**config.mk**
```make
export PLATFORM = sky130hd
export DESIGN_NAME = addr_gen_alu
export DESIGN_NICKNAME = d
export VERILOG_FILES = /design/src/rtl/agu_pkg.sv /design/src/rtl/agu_regfile.sv /design/src/rtl/agu_lin_mod_path.sv /design/src/rtl/agu_revc_adder.sv /design/src/rtl/addr_gen_alu.sv
export SDC_FILE = /design/constraint.sdc
export NUM_CORES = 1
export LEC_CHECK = 0
export BUFFER_PORTS_ARGS = -buffer_cell sky130_fd_sc_hd__buf_4
export CORE_MARGIN = 2
export CORE_UTILIZATION = 50
export CTS_BUF_LIST = sky130_fd_sc_hd__clkbuf_8
export DETAILED_ROUTE_END_ITERATION = 8
export PLACE_DENSITY = 0.78
export SYNTH_ARGS = -nofsm -noshare
export SYNTH_HDL_FRONTEND = slang
export SYNTH_SLANG_ARGS = --single-unit
export TNS_END_PERCENT = 50
```
**constraint.sdc**
```tcl
create_clock -name clk -period 44.4 [get_ports clk]
set_clock_uncertainty 0.2 [all_clocks]
set_input_delay 6.66 -clock clk [delete_from_list [all_inputs] [get_ports clk]]
set_output_delay 6.66 -clock clk [all_outputs]
set_load 0.02 [all_outputs]
```
**src/rtl/agu_pkg.sv**
```systemverilog
package agu_pkg;

    // Width of the length field inside a modifier word; the bit just above it
    // marks block-wrap mode.
    localparam int MFW = 15;

    typedef enum logic [1:0] {
        STEP_INC  = 2'b00,
        STEP_DEC  = 2'b01,
        STEP_OFS  = 2'b10,
        STEP_NONE = 2'b11
    } step_e;

    typedef enum logic [1:0] {
        FLD_ADDR = 2'b00,
        FLD_OFS  = 2'b01,
        FLD_MOD  = 2'b10,
        FLD_NONE = 2'b11
    } field_e;

    typedef enum logic [1:0] {
        AM_LINEAR = 2'b00,
        AM_MODULO = 2'b01,
        AM_MWRAP  = 2'b10,
        AM_REVC   = 2'b11
    } amode_e;

    typedef struct packed {
        amode_e           mode;
        logic [MFW-1:0]   span;   // M: buffer length minus one
    } decode_t;

    // Arithmetic kind from summary flags of a modifier word.
    function automatic amode_e classify(input logic all_one,
                                        input logic all_zero,
                                        input logic hi_zero,
                                        input logic wrap_bit);
        amode_e m;
        if (all_one)       m = AM_LINEAR;
        else if (all_zero) m = AM_REVC;
        else if (hi_zero)  m = wrap_bit ? AM_MWRAP : AM_MODULO;
        else               m = AM_LINEAR;
        return m;
    endfunction

endpackage

```
**src/rtl/agu_regfile.sv**
```systemverilog
module agu_regfile
    import agu_pkg::*;
#(
    parameter int AW    = 24,
    parameter int NSETS = 4,
    localparam int IDXW = $clog2(NSETS)
) (
    input  logic            clk,
    input  logic            rst,
    input  logic            wr_en,
    input  field_e          wr_fld,
    input  logic [IDXW-1:0] wr_idx,
    input  logic [AW-1:0]   wr_data,
    input  logic            upd_en,
    input  logic [IDXW-1:0] upd_idx,
    input  logic [AW-1:0]   upd_addr,
    input  logic [IDXW-1:0] rd_idx,
    output logic [AW-1:0]   rd_addr,
    output logic [AW-1:0]   rd_ofs,
    output logic [AW-1:0]   rd_mod
);

    logic [AW-1:0] addr_q [NSETS];
    logic [AW-1:0] ofs_q  [NSETS];
    logic [AW-1:0] mod_q  [NSETS];

    logic [NSETS-1:0] ld_addr, ld_ofs, ld_mod, step_hit;

    // Per-triplet strobes
    for (genvar g = 0; g < NSETS; g++) begin : g_sel
        logic idx_match;
        assign idx_match   = wr_en && (wr_idx == IDXW'(g));
        assign ld_addr[g]  = idx_match && (wr_fld == FLD_ADDR);
        assign ld_ofs[g]   = idx_match && (wr_fld == FLD_OFS);
        assign ld_mod[g]   = idx_match && (wr_fld == FLD_MOD);
        assign step_hit[g] = upd_en && (upd_idx == IDXW'(g));
    end

    always_ff @(posedge clk) begin
        if (rst) begin
            for (int i = 0; i < NSETS; i++) begin
                addr_q[i] <= '0;
                ofs_q[i]  <= '0;
                mod_q[i]  <= '1;
            end
        end else begin
            for (int i = 0; i < NSETS; i++) begin
                // a load beats the arithmetic write-back
                if (ld_addr[i])       addr_q[i] <= wr_data;
                else if (step_hit[i]) addr_q[i] <= upd_addr;
                if (ld_ofs[i])        ofs_q[i]  <= wr_data;
                if (ld_mod[i])        mod_q[i]  <= wr_data;
            end
        end
    end

    assign rd_addr = addr_q[rd_idx];
    assign rd_ofs  = ofs_q[rd_idx];
    assign rd_mod  = mod_q[rd_idx];

endmodule

```
**src/rtl/agu_lin_mod_path.sv**
```systemverilog
module agu_lin_mod_path
    import agu_pkg::*;
#(
    parameter int AW = 24
) (
    input  logic [AW-1:0]  cur,
    input  logic [AW-1:0]  step,
    input  logic [MFW-1:0] span,
    output logic [AW-1:0]  lin_sum,
    output logic [AW-1:0]  mod_sum,
    output logic [AW-1:0]  wrap_sum
);

    localparam int EW = AW + 2;

    logic [AW-1:0] span_w, ring_mask, base, top;
    logic signed [EW-1:0] sum_x, base_x, top_x, len_x, corr_x, fix_x;

    // Fill every bit below the highest set bit of M: 2^ceil(log2(M+1)) - 1
    function automatic logic [AW-1:0] smear(input logic [AW-1:0] v);
        logic [AW-1:0] r;
        r = v;
        for (int i = AW - 2; i >= 0; i--) r[i] = r[i] | r[i+1];
        return r;
    endfunction

    always_comb begin
        span_w    = AW'(span);
        ring_mask = smear(span_w);
        base      = cur & ~ring_mask;
        top       = base + span_w;

        // Offset adder, extended by two bits so the bound tests see the sign
        sum_x   = $signed({2'b00, cur}) + $signed({{2{step[AW-1]}}, step});
        lin_sum = sum_x[AW-1:0];

        // Modulo correction adder
        base_x = $signed({2'b00, base});
        top_x  = $signed({2'b00, top});
        len_x  = $signed({2'b00, span_w}) + EW'(1);
        if (sum_x > top_x)       corr_x = -len_x;
        else if (sum_x < base_x) corr_x = len_x;
        else                     corr_x = '0;
        fix_x   = sum_x + corr_x;
        mod_sum = fix_x[AW-1:0];

        // Block wrap: low bits from the sum, upper bits kept
        wrap_sum = (cur & ~span_w) | (lin_sum & span_w);
    end

endmodule

```
**src/rtl/agu_revc_adder.sv**
```systemverilog
module agu_revc_adder #(
    parameter int AW = 24
) (
    input  logic [AW-1:0] a,
    input  logic [AW-1:0] b,
    output logic [AW-1:0] sum
);

    // Carry runs from the top bit downward; the carry out of bit 0 is lost.
    always_comb begin
        logic cy;
        cy = 1'b0;
        for (int i = AW - 1; i >= 0; i--) begin
            sum[i] = a[i] ^ b[i] ^ cy;
            cy     = (a[i] & b[i]) | (a[i] & cy) | (b[i] & cy);
        end
    end

endmodule

```
**src/rtl/addr_gen_alu.sv**
```systemverilog
module addr_gen_alu
    import agu_pkg::*;
#(
    parameter int AW    = 24,
    parameter int NSETS = 4,
    localparam int IDXW = $clog2(NSETS)
) (
    input  logic            clk,
    input  logic            rst,
    input  logic            op_valid,
    input  logic [IDXW-1:0] op_idx,
    input  logic [1:0]      op_step,
    input  logic            op_pre,
    input  logic            wr_en,
    input  logic [1:0]      wr_field,
    input  logic [IDXW-1:0] wr_idx,
    input  logic [AW-1:0]   wr_data,
    output logic            ea_valid,
    output logic [AW-1:0]   ea_out
);

    typedef struct packed {
        logic [AW-1:0] lin;
        logic [AW-1:0] modc;
        logic [AW-1:0] wrap;
        logic [AW-1:0] revc;
    } cand_t;

    step_e         step_kind;
    decode_t       dec;
    amode_e        mode_sel;
    logic [MFW-1:0] mfield;
    cand_t         cand;
    logic [AW-1:0] cur_addr, cur_ofs, cur_mod;
    logic [AW-1:0] step_val, next_addr;
    logic          upd_en;

    assign step_kind = step_e'(op_step);
    assign upd_en    = op_valid && (step_kind != STEP_NONE);

    agu_regfile #(.AW(AW), .NSETS(NSETS)) u_rf (
        .clk      (clk),
        .rst      (rst),
        .wr_en    (wr_en),
        .wr_fld   (field_e'(wr_field)),
        .wr_idx   (wr_idx),
        .wr_data  (wr_data),
        .upd_en   (upd_en),
        .upd_idx  (op_idx),
        .upd_addr (next_addr),
        .rd_idx   (op_idx),
        .rd_addr  (cur_addr),
        .rd_ofs   (cur_ofs),
        .rd_mod   (cur_mod)
    );

    // Modifier decode
    always_comb begin
        dec.mode = classify(&cur_mod, cur_mod == '0,
                            cur_mod[AW-1:MFW+1] == '0, cur_mod[MFW]);
        dec.span = cur_mod[MFW-1:0];
    end
    assign mode_sel = dec.mode;
    assign mfield   = dec.span;

    // Step operand
    always_comb begin
        unique case (step_kind)
            STEP_INC: step_val = AW'(1);
            STEP_DEC: step_val = '1;
            STEP_OFS: step_val = cur_ofs;
            default:  step_val = '0;
        endcase
    end

    agu_lin_mod_path #(.AW(AW)) u_lm (
        .cur      (cur_addr),
        .step     (step_val),
        .span     (mfield),
        .lin_sum  (cand.lin),
        .mod_sum  (cand.modc),
        .wrap_sum (cand.wrap)
    );

    agu_revc_adder #(.AW(AW)) u_rc (
        .a   (cur_addr),
        .b   (step_val),
        .sum (cand.revc)
    );

    // Result selection
    always_comb begin
        unique case (mode_sel)
            AM_MODULO: next_addr = cand.modc;
            AM_MWRAP:  next_addr = cand.wrap;
            AM_REVC:   next_addr = cand.revc;
            default:   next_addr = cand.lin;
        endcase
    end

    always_ff @(posedge clk) begin
        if (rst) begin
            ea_valid <= 1'b0;
            ea_out   <= '0;
        end else begin
            ea_valid <= op_valid;
            if (op_valid) ea_out <= op_pre ? next_addr : cur_addr;
        end
    end

endmodule

```
==> results of run 1 <==
-- report_power, final --
group	internal [mW]	total, mW	switching, mW	leakage (nW)
Combinational	0.140	0.392	0.252	5.10
Sequential	0.341	0.348	0.00675	3.09
Clock	0.123	0.237	0.114	0.544
-- Yosys cell counts (all sizes together), types with 30 or more instances --
cell,n
edfxtp,288
nand2,143
a21oi,129
nor2,121
ha,111
and2,106
o21ai,105
or2,103
clkbuf,101
inv,98
a22o,60
xnor2,60
mux4,42
a21o,37
o21a,36
nor3,35
mux2i,34
nand3,34
mux2,30
-- state kept, by name, indices dropped and copies added, names as in the netlist --
signal,count
u_rf.addr_q,96
u_rf.ofs_q,96
ea_out,24
ea_valid,1
u_rf.mod_q,96
-- cell type report --
class,count,area [sq um]
Tap cell,532,666
Timing Repair Buffer,89,668
Fill cell,3557,18300
Clock inverter,32,173
Sequential cell,313,9150
Inverter,100,375
Clock buffer,57,785
Multi-Input combinational cell,1463,11000
-- tightest hold or removal path, cell delays in order, from the launching register on --
cell and delay, ns:
dfxtp_1 0.32, nand2_1 0.06, a21oi_1 0.05
-- stage by stage --
stage                     util [%]  total power [mW]  setup WS (ns)  hold slack, ns  cell area, sq um
after floorplan                  -             0.618          25.78           0.337             20900
after global placement        53.2             0.724          25.70           0.270             21900
after detailed placement      53.2             0.732          25.51           0.269             21900
after CTS                     55.5             0.968          26.15           0.279             22800
after global routing          55.5              1.02          25.45           0.305             22800
final                         55.5             0.977          26.03           0.278             22800
-- logic make-up (layout without fill, tap and decap cells) --
kind of cell	Yosys count	in the layout	share of synthesized area [%]
flip-flops	313	313	43.7
multiplexers	106	106	7.77
XOR/XNOR	82	82	3.43
AND/OR/NAND/NOR	648	648	16.1
buffers and inverters	219	278	4.08
adder cells (fa/ha/maj)	136	136	9.02
AO/OA/AOI/OAI	491	491	15.9
-- layer usage --
metal,GRT usage [%],vias to the layer above,wire [microns],part of all wire (%)
li1,-,7375,-,-
met1,39.2,7963,25300,40
met2,45.5,931,28900,46
met3,4.43,133,6340,10
met4,10.7,0,2320,3.7
met5,0,-,0,0
-- path summary, 6_finish.rpt --
path / to / slack, ns / depth (start not counted)
max: ea_out[1]$_SDFFE_PP0P_ / 26.03 / 34
max reg2reg: ea_out[1]$_SDFFE_PP0P_ / 33.12 / 32
min: ea_out[12]$_SDFFE_PP0P_ / 0.28 / 2
min reg2reg: ea_out[12]$_SDFFE_PP0P_ / 0.28 / 2
==> results.ini, run 1 <==
[run_status]
status=completed

[clock_network]
clock-sinks=313
post_cts_buffers=0
cts_root_buffer=clkbuf_8
numCtsBuffers=48
cts.clk_slew.worst_paths_ns=0.06
cts_tree=yes
htree_levels=2
clk_latency_ns=0.61
post_cts_resized=0
cts_hold_buf=0
clockBufferDepth=3

[power]
p_leak_nw=8.73
peakVddDrop_v=0.0000237
power_density_mw_per_mm2=42.8

[setup_path]
cp_max_fo=59
worstSetupPathType=input port to flip-flop
crit_path_start=op_idx[0]
crit_arrival_ns=18.68
slowest_stage=buf_4
cp_common_cell=fa_1
cp_top_family=adder cells
r2r-start=u_rf.ofs_q[0][23]$_SDFFCE_PN0P_
slowest_delay_ns=0.70
crit_buf_inv=3
worstSetupEndpointType=flip-flop
startpoint_type=input port
worstPathRequired_ns=44.71

[final_layout]
drive_above_1_share_pct=18.0
antenna_cells=0
fin_nets=2188
area_delta_synth_final_pct=8.92
final_cell_mix=edfxtp_1 (288), nand2_1 (141), a21oi_1 (127)
layout_commonest_cell=edfxtp_1
final_cells=2586

[placed_design]
dp_hpwl_microns=45700
placement.io_buffers=61
dp.cells=2497
gp_congestion=1.02

[hold_path]
min_from=ea_out[12]$_SDFFE_PP0P_
min_path_type=flip-flop to flip-flop

[sta]
maxSlewViolCount=0
slew_headroom_pct=23.6
worst_pin_slew_ns=1.14
setup_tns_ns=0
max_freq_mhz=54.4
fin_crit_sh_pct=41.4
finalHoldViolations=0
min_period_ns=18.37
setup_viol=0
rsz0062_at_grt=false

[grt]
grt_pass1_vias=16000
grt_first_pass_wirelength_microns=94100
grt_max_degree=60
grt_antenna_before_repair=1
overflow=0
globalRouteTotalUtil_pct=28.4

[floorplan]
core_sq_mm=0.0411
num_io_pins=62
initial_core_util_pct=50.9
fp.dieW_microns=209
die_area_sq_mm=0.0435
rows=74
die_y_microns=209

[synthesis]
syn_area_per_cell_sq_um=10.5
ys_top_cells_by_area=edfxtp_1 (41%), ha_1 (6.6%), mux4_2 (4.4%)
syn_area_sq_mm=0.0209
synth-edff-count=288
yosysTopAreaCellShare_pct=41.3
synth-main-ff-cell=edfxtp_1
yosys_warnings=0
yosysSeqAreaShare_pct=43.7
synth_fp_nets=2168
synth_top_cell_by_area=edfxtp_1
ys_types=87
synthArstFlopShare_pct=0
ys_seq_elements=313
synthCells=1995

[detailed_routing]
routed_wl_microns=62800
drt.antenna.violating_nets=0
drtIter0Drc=2037
wire_per_inst_microns=24.3
via_per_inst=6.34
vias=16400
drc=0
dr.pass1.iters=5

[run]
max-cap-violations=0

Power figures use the tool's default switching activity.
==> run 2, diff against run 1 <==
- ABC_AREA: not set -> 1
- PLACE_DENSITY: 0.78 -> 0.81
- clock period: 44.4 -> 15.25 ns (I/O delays scaled with it)
==> run 2 against run 1 <==
Cell count rose by 22%. Via count rose by 16%. Combinational power rose to 2.5 times the previous value. Largest power group is now sequential cells. Area after synthesis rose by 1.6%. Worst setup slack got worse by 24 ns. Total power rose to 2.8 times the previous value. Wire length rose by 11%. Critical endpoint is now u_rf.addr_q[0][0]$_SDFFCE_PN0P_. Clock power rose to 3.1 times the previous value. Core utilization fell by 0.46 points. Sequential power rose to 2.9 times the previous value.
==> results.ini, run 2 <==
[run_status]
status=completed

[clock_network]
cts_root_buffer=clkbuf_8
post_cts_buffers=0
cts_tree=yes
numCtsBuffers=47
clock-sinks=313
post_cts_resized=0
cts.clk_slew.worst_paths_ns=0.07
cts_hold_buf=0
clockBufferDepth=3
htree_levels=2
clk_latency_ns=0.60

[final_layout]
area_delta_synth_final_pct=8.43
final_cell_mix=nand2_1 (654), edfxtp_1 (288), inv_1 (259)
final_cells=3166
largestRegisters=u_rf.addr_q: 96 flops, u_rf.mod_q: 96 flops, u_rf.ofs_q: 96 flops
layout_commonest_cell=nand2_1
fin_nets=2761
fin_util_pct=55.0
fin_area_sq_mm=0.0231
antenna_cells=0
drive_above_1_share_pct=10.8

[setup_path]
crit_arrival_ns=13.62
worstSetupEndpointType=flip-flop
cp_common_cell=fa_1
cp_max_fo=29
startpoint_type=input port
slowest_delay_ns=0.47
r2r_cells=36
worstPathRequired_ns=15.40
worstSetupPathType=input port to flip-flop
slowest_stage=fa_1

[sta]
setup_ws_ns=1.77
maxSlewViolCount=0
min_period_ns=13.48
worst_pin_slew_ns=1.25
setup_viol=0
finalHoldViolations=0
setup_tns_ns=0
rsz0062_at_grt=false
whs_ns=0.268
slew_headroom_pct=16.6
max_freq_mhz=74.2
fin_crit_sh_pct=88.4

[synthesis]
synthMuxAreaShare_pct=0
ys_seq_elements=313
ys_types=64
yosysTopAreaCellShare_pct=40.6
syn_area_sq_mm=0.0213
syn_area_per_cell_sq_um=8.29
synth-adder-area-share_pct=8.88
synth_top_cell_by_area=edfxtp_1
synth_compound_area_share_pct=13.2
yosysMostFrequentCell=nand2_1
yosys_warnings=0
synthTopCellsByCount=nand2_1 (654), edfxtp_1 (288), nor2_1 (249), inv_1 (246), a21oi_1 (149)
ys_top_cells_by_area=edfxtp_1 (41%), nand2_1 (12%), ha_1 (6.5%)
synthXorXnorAreaFrac_pct=2.90
synth-edff-count=288
synth_top_family_by_area=simple AND/OR/NAND/NOR gates
synth-simple-area-share_pct=24.6
synth-main-ff-cell=edfxtp_1
synth_fp_nets=2740
synthCells=2567
synthArstFlopShare_pct=0
yosysSeqAreaShare_pct=43.0

[power]
p_sw_mw=1.04
p_leak_nw=9.86
peakVddDrop_v=0.0000945
p_comb_share_pct=36.2
p_int_mw=1.69
clkPwrFrac_pct=26.7
power_frac_seq_pct=37.1
power_density_mw_per_mm2=118
sw_frac_of_total_pct=38.0
total_power_mw=2.73

[floorplan]
fp.dieW_microns=210
num_io_pins=62
core_sq_mm=0.0419
initial_core_util_pct=50.7
die_y_microns=210
die_area_sq_mm=0.0442
rows=75

[placed_design]
dpl-instance-area_sq_mm=0.0221
dp_hpwl_microns=50600
placement.io_buffers=61
dp.cells=3078
gp_congestion=1.02
pre_cts_slack_ns=1.31

[detailed_routing]
drt.antenna.violating_nets=0
via_per_inst=6.03
wire_per_inst_microns=22.0
dr.pass1.iters=7
vias=19100
drc=0
drtIter0Drc=2897
routed_wl_microns=69500

[hold_path]
holdPathStages=2
min_path_type=flip-flop to flip-flop

[grt]
grt_max_degree=42
grt_first_pass_wirelength_microns=105000
overflow=0
globalRouteTotalUtil_pct=31.2
grt_pass1_vias=17800
grt_antenna_before_repair=0

[run]
max-cap-violations=0

-- run 2: worst paths after layout --
kind	end	slack, ns	startpoint
min reg2reg	ea_out[9]$_SDFFE_PP0P_	0.27	ea_out[9]$_SDFFE_PP0P_
min	ea_out[9]$_SDFFE_PP0P_	0.27	ea_out[9]$_SDFFE_PP0P_
max reg2reg	u_rf.addr_q[0][0]$_SDFFCE_PN0P_	3.90	u_rf.ofs_q[1][23]$_SDFFCE_PN0P_
max	u_rf.addr_q[0][0]$_SDFFCE_PN0P_	1.77	op_idx[1]
-- run 2: cell families (layout without fill, tap and decap cells) --
| family | Yosys count | count (layout) |
|---|---|---|
| buffers and inverters | 389 | 449 |
| flip-flops | 313 | 313 |
| adder cells (fa/ha/maj) | 136 | 136 |
| AND/OR/NAND/NOR | 1188 | 1188 |
| XOR/XNOR | 68 | 68 |
| AO/OA/AOI/OAI | 473 | 473 |
-- run 2: routing by layer --
layer	GRT usage (%)	share of wire [%]	vias up	wire [microns]
met5	0	0	-	0
li1	-	-	8719	-
met1	43.0	39	8862	27300
met2	47.9	44	1284	30500
met4	14.1	4.8	0	3330
met3	6.18	12	215	8370
-- run 2: final cells by class --
| cell class | instances | area, sq um |
|---|---|---|
| tap | 539 | 674 |
| inverter | 275 | 1030 |
| timing repair buffer | 86 | 646 |
| sequential | 313 | 9150 |
| multi-input combinational | 1865 | 10600 |
| clock inverter | 38 | 302 |
| fill | 3709 | 18900 |
| clock buffer | 50 | 688 |
-- run 2: power groups by stage --
| stage | clock network [mW] | registers [mW] | logic [mW] |
|---|---|---|---|
| 2_1_floorplan | 0 | 1.03 | 0.668 |
| 3_3_place_gp | 0 | 1.03 | 0.942 |
| 5_1_grt | 0.760 | 1.02 | 1.08 |
| 3_5_place_dp | 0 | 1.03 | 0.954 |
| 4_1_cts | 0.729 | 1.01 | 0.962 |
| 6_report | 0.730 | 1.01 | 0.988 |
-- run 2: worst max-delay path, delay by kind of cell --
kind            cells  cell delay, ns
simple gates        1            0.46
xor+xnor            1            0.13
compound gates      5            0.93
fa+ha+maj          22            8.89
buf+inv             4            0.90
